## config.mk

```make
export PLATFORM = sky130hd
export DESIGN_NAME = desc_table_unit
export DESIGN_NICKNAME = d
export VERILOG_FILES = /design/src/rtl/dtu_pkg.sv /design/src/rtl/dtu_check.sv /design/src/rtl/dtu_seq.sv /design/src/rtl/dtu_regs.sv /design/src/rtl/desc_table_unit.sv
export SDC_FILE = /design/constraint.sdc
export NUM_CORES = 1
export LEC_CHECK = 0
export BUFFER_PORTS_ARGS = -buffer_cell sky130_fd_sc_hd__buf_2
export CAP_MARGIN = 20
export CORE_ASPECT_RATIO = 1.5
export CORE_MARGIN = 3
export CORE_UTILIZATION = 39
export CTS_CLUSTER_DIAMETER = 100
export DETAILED_ROUTE_END_ITERATION = 10
export PLACE_DENSITY_LB_ADDON = 0.25
export SLEW_MARGIN = 0
export SYNTH_ARGS = -nofsm -noshare
export SYNTH_HDL_FRONTEND = slang
export SYNTH_SLANG_ARGS = --single-unit
```

## constraint.sdc

```tcl
create_clock -name clk -period 6 [get_ports clk]
set_input_delay 0.3 -clock clk [delete_from_list [all_inputs] [get_ports clk]]
set_output_delay 0.3 -clock clk [all_outputs]
set_load 0.005 [all_outputs]
```

## src/rtl/dtu_pkg.sv

```systemverilog
package dtu_pkg;
  localparam int LIM_W    = 16;
  localparam int BASE_W   = 32;
  localparam int NARROW_W = 24;
  localparam int WORD_W   = 16;
  localparam int NWORDS   = (LIM_W + BASE_W) / WORD_W;
  localparam int WBYTES   = WORD_W / 8;
  localparam int OPND_BYTES = NWORDS * WBYTES;
  localparam int REAL_LAST  = 'hFFFF - (OPND_BYTES - 1);

  localparam logic [1:0] MODE_REAL = 2'd0;
  localparam logic [1:0] MODE_PROT = 2'd1;
  localparam logic [1:0] MODE_V86  = 2'd2;

  localparam logic [7:0] VEC_UD = 8'd6;
  localparam logic [7:0] VEC_GP = 8'd13;
  localparam logic [7:0] VEC_PF = 8'd14;

  typedef struct packed {
    logic [BASE_W-1:0] base;
    logic [LIM_W-1:0]  limit;
  } tbl_reg_t;

  typedef enum logic [1:0] {S_IDLE, S_REQ, S_RSP, S_HOLD} seq_st_e;
endpackage

```

## src/rtl/dtu_check.sv

```systemverilog
module dtu_check
  import dtu_pkg::*;
#(
  parameter int ADDR_W = 32
) (
  input  logic [2:0]        reg_i,
  input  logic [1:0]        mod_i,
  input  logic [1:0]        mode_i,
  input  logic [1:0]        cpl_i,
  input  logic [ADDR_W-1:0] ea_i,
  output logic              fault_o,
  output logic [7:0]        vec_o,
  output logic              load_o,
  output logic              sel_o
);
  logic prot;

  assign prot   = (mode_i != MODE_REAL) && (mode_i != MODE_V86);
  assign load_o = reg_i[1];
  assign sel_o  = reg_i[0];

  // Priority: register operand / bad group member, privilege, real-mode range
  always_comb begin
    fault_o = 1'b0;
    vec_o   = VEC_UD;
    if (mod_i == 2'b11 || reg_i[2]) begin
      fault_o = 1'b1;
      vec_o   = VEC_UD;
    end else if (prot && load_o && cpl_i != 2'd0) begin
      fault_o = 1'b1;
      vec_o   = VEC_GP;
    end else if (!prot && ea_i > ADDR_W'(REAL_LAST)) begin
      fault_o = 1'b1;
      vec_o   = VEC_GP;
    end
  end
endmodule

```

## src/rtl/dtu_seq.sv

```systemverilog
module dtu_seq
  import dtu_pkg::*;
#(
  parameter int ADDR_W   = 32,
  parameter int LOAD_LAT = 11
) (
  input  logic              clk,
  input  logic              rst_n,
  input  logic              start_valid,
  output logic              start_ready,
  input  logic              fault_i,
  input  logic [7:0]        vec_i,
  input  logic              load_i,
  input  logic              sel_i,
  input  logic              wide_i,
  input  logic [ADDR_W-1:0] ea_i,
  input  tbl_reg_t          cur_i,
  output logic              mreq_valid,
  input  logic              mreq_ready,
  output logic              mreq_write,
  output logic [ADDR_W-1:0] mreq_addr,
  output logic [WORD_W-1:0] mreq_wdata,
  input  logic              mrsp_valid,
  output logic              mrsp_ready,
  input  logic [WORD_W-1:0] mrsp_rdata,
  input  logic              mrsp_err,
  output logic              commit_o,
  output logic              csel_o,
  output logic              cwide_o,
  output tbl_reg_t          cval_o,
  output logic              done_o,
  output logic              exc_valid_o,
  output logic [7:0]        exc_vector_o
);
  localparam int CNT_W = $clog2(LOAD_LAT + 1);
  localparam int IDX_W = $clog2(NWORDS);
  localparam logic [IDX_W-1:0] LAST = IDX_W'(NWORDS - 1);

  seq_st_e                   st;
  logic [IDX_W-1:0]          idx;
  logic [CNT_W-1:0]          cnt;
  logic                      ld_q, sel_q, wide_q;
  logic [ADDR_W-1:0]         ea_q;
  logic [WORD_W*NWORDS-1:0]  opnd_q;
  logic                      lat_met;

  assign start_ready = (st == S_IDLE);
  assign mreq_valid  = (st == S_REQ);
  assign mrsp_ready  = (st == S_RSP);
  assign mreq_write  = !ld_q;
  assign mreq_addr   = ea_q + ADDR_W'(idx) * ADDR_W'(WBYTES);
  assign mreq_wdata  = opnd_q[int'(idx)*WORD_W +: WORD_W];
  assign lat_met     = (cnt >= CNT_W'(LOAD_LAT));

  assign commit_o    = (st == S_HOLD) && lat_met && ld_q;
  assign csel_o      = sel_q;
  assign cwide_o     = wide_q;
  assign cval_o.limit = opnd_q[LIM_W-1:0];
  assign cval_o.base  = wide_q ? opnd_q[LIM_W +: BASE_W]
                               : {{(BASE_W-NARROW_W){1'b0}}, opnd_q[LIM_W +: NARROW_W]};

  always_ff @(posedge clk) begin
    if (!rst_n) begin
      st <= S_IDLE;  idx <= '0;  cnt <= '0;
      ld_q <= 1'b0;  sel_q <= 1'b0;  wide_q <= 1'b0;
      ea_q <= '0;    opnd_q <= '0;
      done_o <= 1'b0;  exc_valid_o <= 1'b0;  exc_vector_o <= '0;
    end else begin
      done_o      <= 1'b0;
      exc_valid_o <= 1'b0;
      if (st != S_IDLE && cnt != '1) cnt <= cnt + 1'b1;
      case (st)
        S_IDLE: if (start_valid) begin
          if (fault_i) begin
            exc_valid_o  <= 1'b1;
            exc_vector_o <= vec_i;
          end else begin
            st <= S_REQ;  idx <= '0;  cnt <= CNT_W'(1);
            ld_q <= load_i;  sel_q <= sel_i;  wide_q <= wide_i;
            ea_q <= ea_i;    opnd_q <= cur_i;
          end
        end
        S_REQ: if (mreq_ready) st <= S_RSP;
        S_RSP: if (mrsp_valid) begin
          if (mrsp_err) begin
            exc_valid_o  <= 1'b1;
            exc_vector_o <= VEC_PF;
            st <= S_IDLE;
          end else begin
            if (ld_q) opnd_q[int'(idx)*WORD_W +: WORD_W] <= mrsp_rdata;
            if (idx == LAST) st <= S_HOLD;
            else begin
              idx <= idx + 1'b1;
              st  <= S_REQ;
            end
          end
        end
        S_HOLD: if (lat_met) begin
          done_o <= 1'b1;
          st     <= S_IDLE;
        end
        default: st <= S_IDLE;
      endcase
    end
  end

  assert_req_hold_R11: assert property (@(posedge clk) disable iff (!rst_n)
    mreq_valid && !mreq_ready |=> mreq_valid && $stable(mreq_addr)
                                 && $stable(mreq_write) && $stable(mreq_wdata));

  assert_pf_abort_R10: assert property (@(posedge clk) disable iff (!rst_n)
    mrsp_valid && mrsp_ready && mrsp_err |=> exc_valid_o && exc_vector_o == VEC_PF
                                            && !mreq_valid && !done_o);

  assert_one_outcome_R9: assert property (@(posedge clk) disable iff (!rst_n)
    !(done_o && exc_valid_o));

  assert_busy_R11: assert property (@(posedge clk) disable iff (!rst_n)
    start_valid && start_ready && !fault_i |=> !start_ready);
endmodule

```

## src/rtl/dtu_regs.sv

```systemverilog
module dtu_regs
  import dtu_pkg::*;
#(
  parameter int NTBL = 2
) (
  input  logic     clk,
  input  logic     rst_n,
  input  logic     commit_i,
  input  logic     sel_i,
  input  tbl_reg_t val_i,
  output tbl_reg_t glob_o,
  output tbl_reg_t intr_o
);
  tbl_reg_t tbl_q [NTBL];

  for (genvar i = 0; i < NTBL; i++) begin : g_tbl
    always_ff @(posedge clk) begin
      if (!rst_n) begin
        tbl_q[i].limit <= '1;
        tbl_q[i].base  <= '0;
      end else if (commit_i && (32'(sel_i) == i)) begin
        tbl_q[i] <= val_i;
      end
    end
  end

  assign glob_o = tbl_q[0];
  assign intr_o = tbl_q[1];

  assert_hold_R2: assert property (@(posedge clk) disable iff (!rst_n)
    !commit_i |=> $stable(tbl_q[0]) && $stable(tbl_q[1]));
endmodule

```

## src/rtl/desc_table_unit.sv

```systemverilog
module desc_table_unit
  import dtu_pkg::*;
#(
  parameter int ADDR_W   = 32,
  parameter int LOAD_LAT = 11
) (
  input  logic              clk,
  input  logic              rst_n,
  input  logic              start_valid,
  output logic              start_ready,
  input  logic [2:0]        modrm_reg,
  input  logic [1:0]        modrm_mod,
  input  logic              op32,
  input  logic [1:0]        cpu_mode,
  input  logic [1:0]        cpl,
  input  logic [ADDR_W-1:0] ea,
  output logic              mreq_valid,
  input  logic              mreq_ready,
  output logic              mreq_write,
  output logic [ADDR_W-1:0] mreq_addr,
  output logic [15:0]       mreq_wdata,
  input  logic              mrsp_valid,
  output logic              mrsp_ready,
  input  logic [15:0]       mrsp_rdata,
  input  logic              mrsp_err,
  output logic              done,
  output logic              exc_valid,
  output logic [7:0]        exc_vector,
  output logic [15:0]       glob_limit,
  output logic [31:0]       glob_base,
  output logic [15:0]       intr_limit,
  output logic [31:0]       intr_base
);
  logic       chk_fault, chk_load, chk_sel;
  logic [7:0] chk_vec;
  logic       commit, csel, cwide;
  tbl_reg_t   glob_q, intr_q, cur, cval;

  dtu_check #(.ADDR_W(ADDR_W)) u_check (
    .reg_i(modrm_reg), .mod_i(modrm_mod), .mode_i(cpu_mode), .cpl_i(cpl),
    .ea_i(ea), .fault_o(chk_fault), .vec_o(chk_vec), .load_o(chk_load),
    .sel_o(chk_sel)
  );

  assign cur = chk_sel ? intr_q : glob_q;

  dtu_seq #(.ADDR_W(ADDR_W), .LOAD_LAT(LOAD_LAT)) u_seq (
    .clk, .rst_n, .start_valid, .start_ready,
    .fault_i(chk_fault), .vec_i(chk_vec), .load_i(chk_load), .sel_i(chk_sel),
    .wide_i(op32), .ea_i(ea), .cur_i(cur),
    .mreq_valid, .mreq_ready, .mreq_write, .mreq_addr, .mreq_wdata,
    .mrsp_valid, .mrsp_ready, .mrsp_rdata, .mrsp_err,
    .commit_o(commit), .csel_o(csel), .cwide_o(cwide), .cval_o(cval),
    .done_o(done), .exc_valid_o(exc_valid), .exc_vector_o(exc_vector)
  );

  dtu_regs #(.NTBL(2)) u_regs (
    .clk, .rst_n, .commit_i(commit), .sel_i(csel), .val_i(cval),
    .glob_o(glob_q), .intr_o(intr_q)
  );

  assign glob_limit = glob_q.limit;
  assign glob_base  = glob_q.base;
  assign intr_limit = intr_q.limit;
  assign intr_base  = intr_q.base;

  assert_narrow_glob_R3: assert property (@(posedge clk) disable iff (!rst_n)
    commit && !cwide && !csel |=> glob_q.base[BASE_W-1:NARROW_W] == '0);

  assert_narrow_intr_R3: assert property (@(posedge clk) disable iff (!rst_n)
    commit && !cwide && csel |=> intr_q.base[BASE_W-1:NARROW_W] == '0);
endmodule

```

### Yosys cells after proc, flatten, opt, wreduce, memory -nomap -nowiden

Memories as Yosys holds them, arrays and structs flattened.
Cells that the tools add are included.

* bits in registers: 101
* RAM bits: 96
* input bits: 64
* output and inout port bits: 158
* logic and storage cells: 118
* memories kept: 1

* add/sub/neg operators: 4
* $lt $le $gt $ge: 2
* equality and inequality tests: 17
* shift-type cells: 3
* multiplexer cells: 53
* bitwise operators: 4
* reduce and logical (&&, ||, !) cells: 23

Memory list
* u_regs.tbl_q: words 2, bits a word 48, rd ports 2, clocked after memory_dff 0, write ports 2, line dtu_regs.sv:14 `tbl_reg_t tbl_q [NTBL];`

Operators with widths (number)
* 48-bit two-way mux: 8
* 48-bit one-hot mux with 2 select lines: 1
* 48-bit bitwise mux: 1
* 8-bit two-way mux: 6
* 16-bit by 33-bit variable shift with 48-bit output (first input constant): 1
* 16-bit by 33-bit indexed part select with 48-bit output: 1
* 48-bit by 7-bit indexed part select with 16-bit output: 1
* 6-bit negation with 33-bit output: 1
* 32-bit by 3-bit adder with 32-bit output: 1
* 32-bit by 16-bit > comparator with 1-bit output (second input constant): 1
* 32-bit two-way mux: 1
* 2-bit two-way mux: 12
* 4-bit two-way mux: 5
* 8-bit one-hot mux with 2 select lines: 1
* 1-bit two-way mux: 15
* 2-bit != test (second input constant): 6
* 6-bit AND reduction: 2
* 2-bit by 1-bit != test with 1-bit output (second input constant): 5
* 5-bit AND reduction: 2
* 1-bit logical AND: 9
* 2-bit equality test (second input constant): 4
* 2-bit one-hot mux with 4 select lines: 1
* 2-bit nonzero test: 4
* 4-bit by 1-bit adder with 4-bit output (second input constant): 1
* other kinds (13): 16

### Longest topological paths before layout

Gate-level depths: netlist of run 1.

* word-level depth: 10
* depth in mapped cells: 10
* depth with buffers taken out: 8

### Cells and area by module

From an unflattened synthesis of run 1, not the netlist that was laid out.

* cell total of the unflattened synthesis: 945
* area, all modules: 10033.4 um2

By module, submodules not included
* dtu_seq: instances 1, cells an instance 649, area an instance 5507.8 um2, sequential area each 2021.9 um2
* dtu_regs: instances 1, cells an instance 211, area an instance 3657.3 um2, sequential area each 2882.8 um2
* desc_table_unit: instances 1, cells an instance 53, area an instance 659.4 um2, sequential area each 0.0 um2
* dtu_check: instances 1, cells an instance 32, area an instance 209.0 um2, sequential area each 0.0 um2

### Worst setup path before layout of run 1

Ideal clock, no wire load.

* path kind: register to register
* from: register u_seq.st[0]
* to: memory u_regs.tbl_q[0][0] (netlist name) (enable)
* library setup time: 0.520 ns
* arrival: 4.340 ns
* required time: 5.480 ns
* setup slack: 1.140 ns
* cell stages (with the launch flop): 6
* buffers on the path: 1
* clock period less this slack: 4.860 ns
* path through: dfxtp_1 > buf_4 > o2111ai_1 > inv_2 > nand2_1 > o21ai_0

RTL lines
* start, declared: line dtu_seq.sv:39 `seq_st_e st;`
* start signal, assigned: line dtu_seq.sv:64 `st <= S_IDLE; idx <= '0; cnt <= '0;`
* start signal, assigned: line dtu_seq.sv:78 `st <= S_REQ; idx <= '0; cnt <= CNT_W'(1);`
* start signal, assigned: line dtu_seq.sv:83 `S_REQ: if (mreq_ready) st <= S_RSP;`
* end, declared: line dtu_regs.sv:14

### Final worst setup path of run 1

* from: register u_seq.idx[0]
* to: output mreq_addr[25]

* cells in the longest elaborated chain, start to end: 1

Ends and longest elaborated chain
* start, declared: line dtu_seq.sv:40 `logic [IDX_W-1:0] idx;`
* start signal, assigned: line dtu_seq.sv:93 `idx <= idx + 1'b1;`
* 32-bit by 3-bit adder with 32-bit output: line dtu_seq.sv:51 `assign mreq_addr = ea_q + ADDR_W'(idx) * ADDR_W'(WBYTES);`
* end, declared: line desc_table_unit.sv:20 `output logic [ADDR_W-1:0] mreq_addr,`

No other way between the ends.

==> impl_metrics.yaml, run 1 <==
power:
  vdd_ir_drop_max_uv: 200
  p_clk_frac: 0.399
  internal-power_mw: 2.29
  power_frac_seq: 0.486
  p_sw_frac: 0.259
  leakagePower_nw: 4.71
  comb_power_share: 0.114
  p_sw_mw: 0.797
  power_density_nw_per_um2: 269
cts:
  insertion_delay_ns: 0.45
  cts_tree: "built"
  htree_levels: 4
  postCtsSetupBuffers: 0
  ctsResizeCount: 0
  cts.clk_slew.worst_paths_ns: 0.07
  ctsHoldBuffers: 0
  clockBufferDepth: 2
  clock_sinks: 193
  cts_made_buffers: 17
  cts_root_buf: "clkbuf_16"
die:
  io_pins: 222
  dieArea_um2: 26400
  die_h_um: 198
  die_w_um: 134
  row_count: 69
  initial_core_util: 0.399
  core_area_um2: 23900
timing:
  fin_worst_skew_ns: 0.0108
  tightest_slew_ns: 1.07
  setup-tns-final_ns: 0
  period_share: 0.682
  setup-violations-final: 0
  relSlewSlack: 0.283
  hold_violations: 0
  fmax_mhz: 244
  min_period_ns: 4.09
  rsz0062_at_grt: "false"
  finalMaxSlewViolations: 0
synthesis:
  synth_top_area_share: 0.302
  netlist_area_um2: 9540
  yosysMostFrequentCell: "nor2_1"
  yosysSeqAreaShare: 0.506
  synth_seq_cells: 193
  synthTopCellsByCount: "nor2_1, a21oi_1, mux2i_1, dfxtp_1, edfxtp_1"
  async_reset_ff_frac: 0
  syn_area_per_cell_um2: 10.4
  synth_ff_type: "dfxtp_1"
  synth.distinct_cells: 51
  yosysWarnings: 0
  synthCells: 920
  synth_top_area_cell: "edfxtp_1"
  synth_edf_count: 96
  synth.area.top_cells: "edfxtp_1, dfxtp_1, mux2i_1"
critical_path:
  path_cells: "ha_1 > inv_1 > fa_1 > nor4b_4 > nand3_1 > nor2_1 > nand3_1 > xnor2_1 > buf_2"
  r2r_cells: 6
  rr_startpoint: "u_seq.idx[0]"
  worst_ep_required_time_ns: 5.70
  critPathMaxFanout: 23
  slowest_delay_ns: 0.99
  critical_path.most_common_cell: "nand3_1"
  crit_path_start_kind: "flip-flop"
  cp.arrival_ns: 3.79
  critPathCaptureType: "output pin"
  cp-startpoint: "u_seq.idx[0]"
  slowest_stage: "dfxtp_1"
  crit_type: "reg2out"
route:
  vias_per_cell: 5.39
  dr.pass1.iters: 5
  drt_iter0_markers: 683
  totalWireLength_um: 29500
  vias: 7723
  wl_per_cell_um: 20.6
  ant_nets: 0
  drc: 0
global_route:
  grt_antenna_before_repair: 0
  grtUsageTotal: 0.219
  grt_max_degree: 65
  grt_pass1_vias: 7659
  grt.overflow.total: 0
  grt_pass1_wl_um: 44400
worst_hold_path:
  hp-class: "in2reg"
  min_from: "op32"
  holdPathStages: 3
cells_and_area:
  synthToLayoutAreaGrowth_pct: 20.0
  regArea_um2: 4820
  multi_input_area_um2: 4340
  fill_cells: 2287
  nets: 1174
  drive_gt1_frac: 0.276
  diodes: 0
  finalNonFillerCells: 1434
place:
  place_congestion: 0.812
  dpl.cell_count: 1400
  dpl.hpwl_um: 20500
  io_buffers: 216
run_status:
  status: "finished clean"
flow_run:
  drv_cap: 0
## state kept, by name (all words and copies together) (netlist names), 2 cells and up
signal / cells
u_regs.tbl_q: 96
u_seq.opnd_q: 48
u_seq.ea_q: 32
u_seq.cnt: 4
u_seq.exc_vector_o: 4
u_seq.idx: 2
u_seq.st: 2
## power groups by stage
stage	Combinational, mW	Sequential (mW)	Clock, mW
final	0.353	1.50	1.23
after global routing	0.385	1.51	1.30
after CTS	0.350	1.50	1.24
after detailed placement	0.349	1.53	0
after global placement	0.345	1.53	0
after floorplan	0.233	1.50	0
## cells by family after synthesis
logic type,synth area share
AOI/OAI and AO/OA,0.137
xor gates and xnor gates,0.0275
adders and majority gates,0.0113
buffers and inverters,0.0442
DFF,0.506
muxes,0.108
other,0.000393
and+or+nand+nor,0.166
## critical path, delay by kind of cell (launching register included)
kind / cells / cell delay [ns]
DFF: 1 / 0.99
adders and majority gates: 2 / 0.80
and+or+nand+nor: 4 / 1.18
buffers and inverters: 2 / 0.20
xor gates and xnor gates: 1 / 0.16
## worst paths after layout
check | to | slack, ns
max reg2reg | u_seq.opnd_q[39] | 2.68
min | u_seq.cwide_o | 0.09
max | mreq_addr[25] | 1.91
min reg2reg | u_seq.exc_vector_o[3] | 0.47
## per-stage QoR
step | hold WS [ns] | setup WS [ns] | util | power, mW | cell area, um2
2_1_floorplan | 0.444 | 1.14 | - | 1.74 | 9550
3_3_place_gp | 0.457 | 2.48 | 0.451 | 1.87 | 10800
3_5_place_dp | 0.462 | 2.47 | 0.451 | 1.88 | 10800
4_1_cts | 0.0884 | 1.99 | 0.477 | 3.09 | 11400
5_1_grt | 0.107 | 1.73 | 0.478 | 3.19 | 11400
6_report | 0.0907 | 1.91 | 0.478 | 3.08 | 11400
## placed cells by master (no fill, tap or decap), drive strengths merged, types with 20 or more instances in the layout
cell type,count
buf,229
nor2,109
a21oi,104
mux2i,103
dfxtp,97
edfxtp,96
a211oi,52
and2,51
nand2,43
o21ai,22
xnor2,21
clkbuf,21
and3,20
## area by class of cell
cell class	count	share of cell area
clock buffer	20	0.0390
clock inverter	12	0.0157
inverter	14	0.00470
multi-input combinational	646	0.379
sequential	193	0.422
tap	319	0.0349
timing repair buffer	230	0.105
## layer usage
layer | track usage | part of all wire | up-vias
met4 | 0.0839 | 0.028 | 0
met2 | 0.387 | 0.50 | 319
met3 | 0.0563 | 0.075 | 43
li1 | - | - | 3645
met5 | 0 | 0 | -
met1 | 0.256 | 0.39 | 3716
(Power assumes the default switching activity.)
==> run 2, diff against run 1 <==
clock period = 4.1 ns   (was 6 ns; I/O delays follow)
==> run 2 against run 1 <==
Net effect:
- design area is 1.3% higher
- non-clock buffer count increased by 15
- sequential power is 46% higher
- via count up 1.1%
- combinational power increased by 50%
- setup slack got worse by 0.99 ns
- clock power grew 45%
- global-route usage grew 0.12 points
- die area stayed put
- critical endpoint unchanged
- largest power group unchanged
==> impl_metrics.yaml, run 2 (synthesized netlist as in run 1, its figures left out) <==
run_status:
  status: "finished clean"
route:
  drt_iter0_markers: 572
  ant_nets: 0
  totalWireLength_um: 29400
  drc: 0
  vias: 7809
  dr.pass1.iters: 5
  wl_per_cell_um: 20.3
  vias_per_cell: 5.39
cells_and_area:
  drive_gt1_frac: 0.278
  diodes: 0
  fill_cells: 2275
  synthToLayoutAreaGrowth_pct: 21.5
  regMostFlops: "u_regs.tbl_q"
  nets: 1189
  regArea_um2: 4820
  layout_commonest_cell: "buf_2"
  top_regs: "u_regs.tbl_q x96, u_seq.opnd_q x48, u_seq.ea_q x32"
  final_cell_mix: "buf_2, nor2_1, mux2i_1, a21oi_1, dfxtp_1"
  largest_register_ffs: 96
  multi_input_area_um2: 4340
cts:
  cts_made_buffers: 17
  cts.clk_slew.worst_paths_ns: 0.07
  insertion_delay_ns: 0.44
  htree_levels: 4
  clock_sinks: 193
  cts_tree: "built"
  cts_root_buf: "clkbuf_16"
  ctsResizeCount: 0
  clockBufferDepth: 2
global_route:
  grt_max_degree: 49
  grt_antenna_before_repair: 0
  grt.overflow.total: 0
  grt_pass1_wl_um: 44600
  grt_pass1_vias: 7651
  grtUsageTotal: 0.221
power:
  power_density_nw_per_um2: 388
  vdd_ir_drop_max_uv: 264
  leakagePower_nw: 4.79
  finalPower_mw: 4.50
critical_path:
  r2r_end: "u_seq.opnd_q[34]"
  worst_ep_required_time_ns: 3.89
  crit_type: "reg2out"
  critPathMaxFanout: 6
  rr_startpoint: "u_seq.st[1]"
  r2r_cells: 6
  r2r_setup_slack_ns: 1.35
  critPathCaptureType: "output pin"
  crit_path_start_kind: "flip-flop"
  cp.arrival_ns: 2.97
flow_run:
  drv_cap: 0
place:
  dpl.hpwl_um: 21100
  io_buffers: 216
  place_congestion: 0.820
timing:
  fmax_mhz: 315
  tightest_slew_ns: 0.956
  rsz0062_at_grt: "false"
  fin_worst_skew_ns: 0.0108
  hold_violations: 0
  setup-violations-final: 0
  finalMaxSlewViolations: 0
  setup-tns-final_ns: 0
  relSlewSlack: 0.363
  period_share: 0.775
  min_period_ns: 3.18
die:
  row_count: 69
  initial_core_util: 0.399
  die_h_um: 198
  core_area_um2: 23900
  die_w_um: 134
  io_pins: 222
  dieArea_um2: 26400
worst_hold_path:
  hp-class: "in2reg"
  holdPathStages: 3
  min_from: "ea[23]"
  whs_endpoint: "u_seq.ea_q[23]"
-- run 2: cell count changes in the layout (fill, tap and decap cells not counted) --
cell,before,now
buf_4,12,18
buf_12,0,2
clkinv_1,0,2
dlygate4sd3_1,0,9
clkbuf_1,2,0
buf_6,1,0
inv_6,4,1
clkinv_4,0,3
clkbuf_8,2,1
-- run 2: final cells by class --
cell class | instances | area share
well taps | 319 | 0.0344
flip-flops and latches | 193 | 0.416
repair buffers | 245 | 0.116
multi-input cells | 646 | 0.375
inverters | 14 | 0.00464
clock inverters | 14 | 0.0162
clock buffers | 18 | 0.0379
-- run 2: per-stage QoR --
| step | std cells | setup slack [ns] | utilization | hold WS, ns | instance area (um2) |
|---|---|---|---|---|---|
| 2_1_floorplan | 923 | 0.538 | - | 0.349 | 9550 |
| 3_3_place_gp | 1408 | 1.28 | 0.455 | 0.435 | 10900 |
| 3_5_place_dp | 1408 | 1.27 | 0.455 | 0.445 | 10900 |
| 4_1_cts | 1449 | 0.905 | 0.485 | 0.00109 | 11600 |
| 5_1_grt | 1449 | 0.760 | 0.485 | 0.0191 | 11600 |
| 6_report | 1449 | 0.921 | 0.485 | 0.0153 | 11600 |
-- run 2: what timing repair did --
action / 4_1_cts / 5_1_grt
hold buffers: 9 / 0
buffers inserted: 0 / 0
endpoints found under the hold margin: 9 / 0
-- run 2: where the power goes --
group	leakage, nW	internal, mW	switching, mW
combinational	2.82	0.208	0.320
sequential	1.67	2.10	0.0910
clock	0.301	1.04	0.746
total	4.79	3.35	1.16
-- run 2: per-layer routing --
layer / vias to the layer above / GRT usage / share of wire
met5: - / 0 / 0
met4: 0 / 0.103 / 0.039
met3: 66 / 0.0558 / 0.074
met2: 327 / 0.371 / 0.49
met1: 3749 / 0.266 / 0.39
li1: 3667 / - / -
-- run 2: worst max-delay path by stage --
stage | start | to | slack [ns] | cells after the start
after floorplan | u_seq.st[0] | u_regs.tbl_q[0][0] | 0.54 | 5
after global routing | u_seq.idx[0] | mreq_addr[25] | 0.76 | 9
final | u_seq.idx[0] | mreq_addr[25] | 0.92 | 9
after detailed placement | ea[31] | u_seq.opnd_q[36] | 1.27 | 8
after CTS | u_seq.idx[0] | mreq_addr[25] | 0.90 | 9
after global placement | ea[31] | u_seq.opnd_q[36] | 1.28 | 8
-- run 2: worst max-delay path: stages, from the launching register on --
cell	delay [ns]
dfxtp_1	0.35
ha_1	0.18
inv_1	0.06
fa_1	0.48
nor4b_4	0.50
nand3_1	0.22
nor2_1	0.29
nand3_1	0.14
xnor2_1	0.18
buf_2	0.14
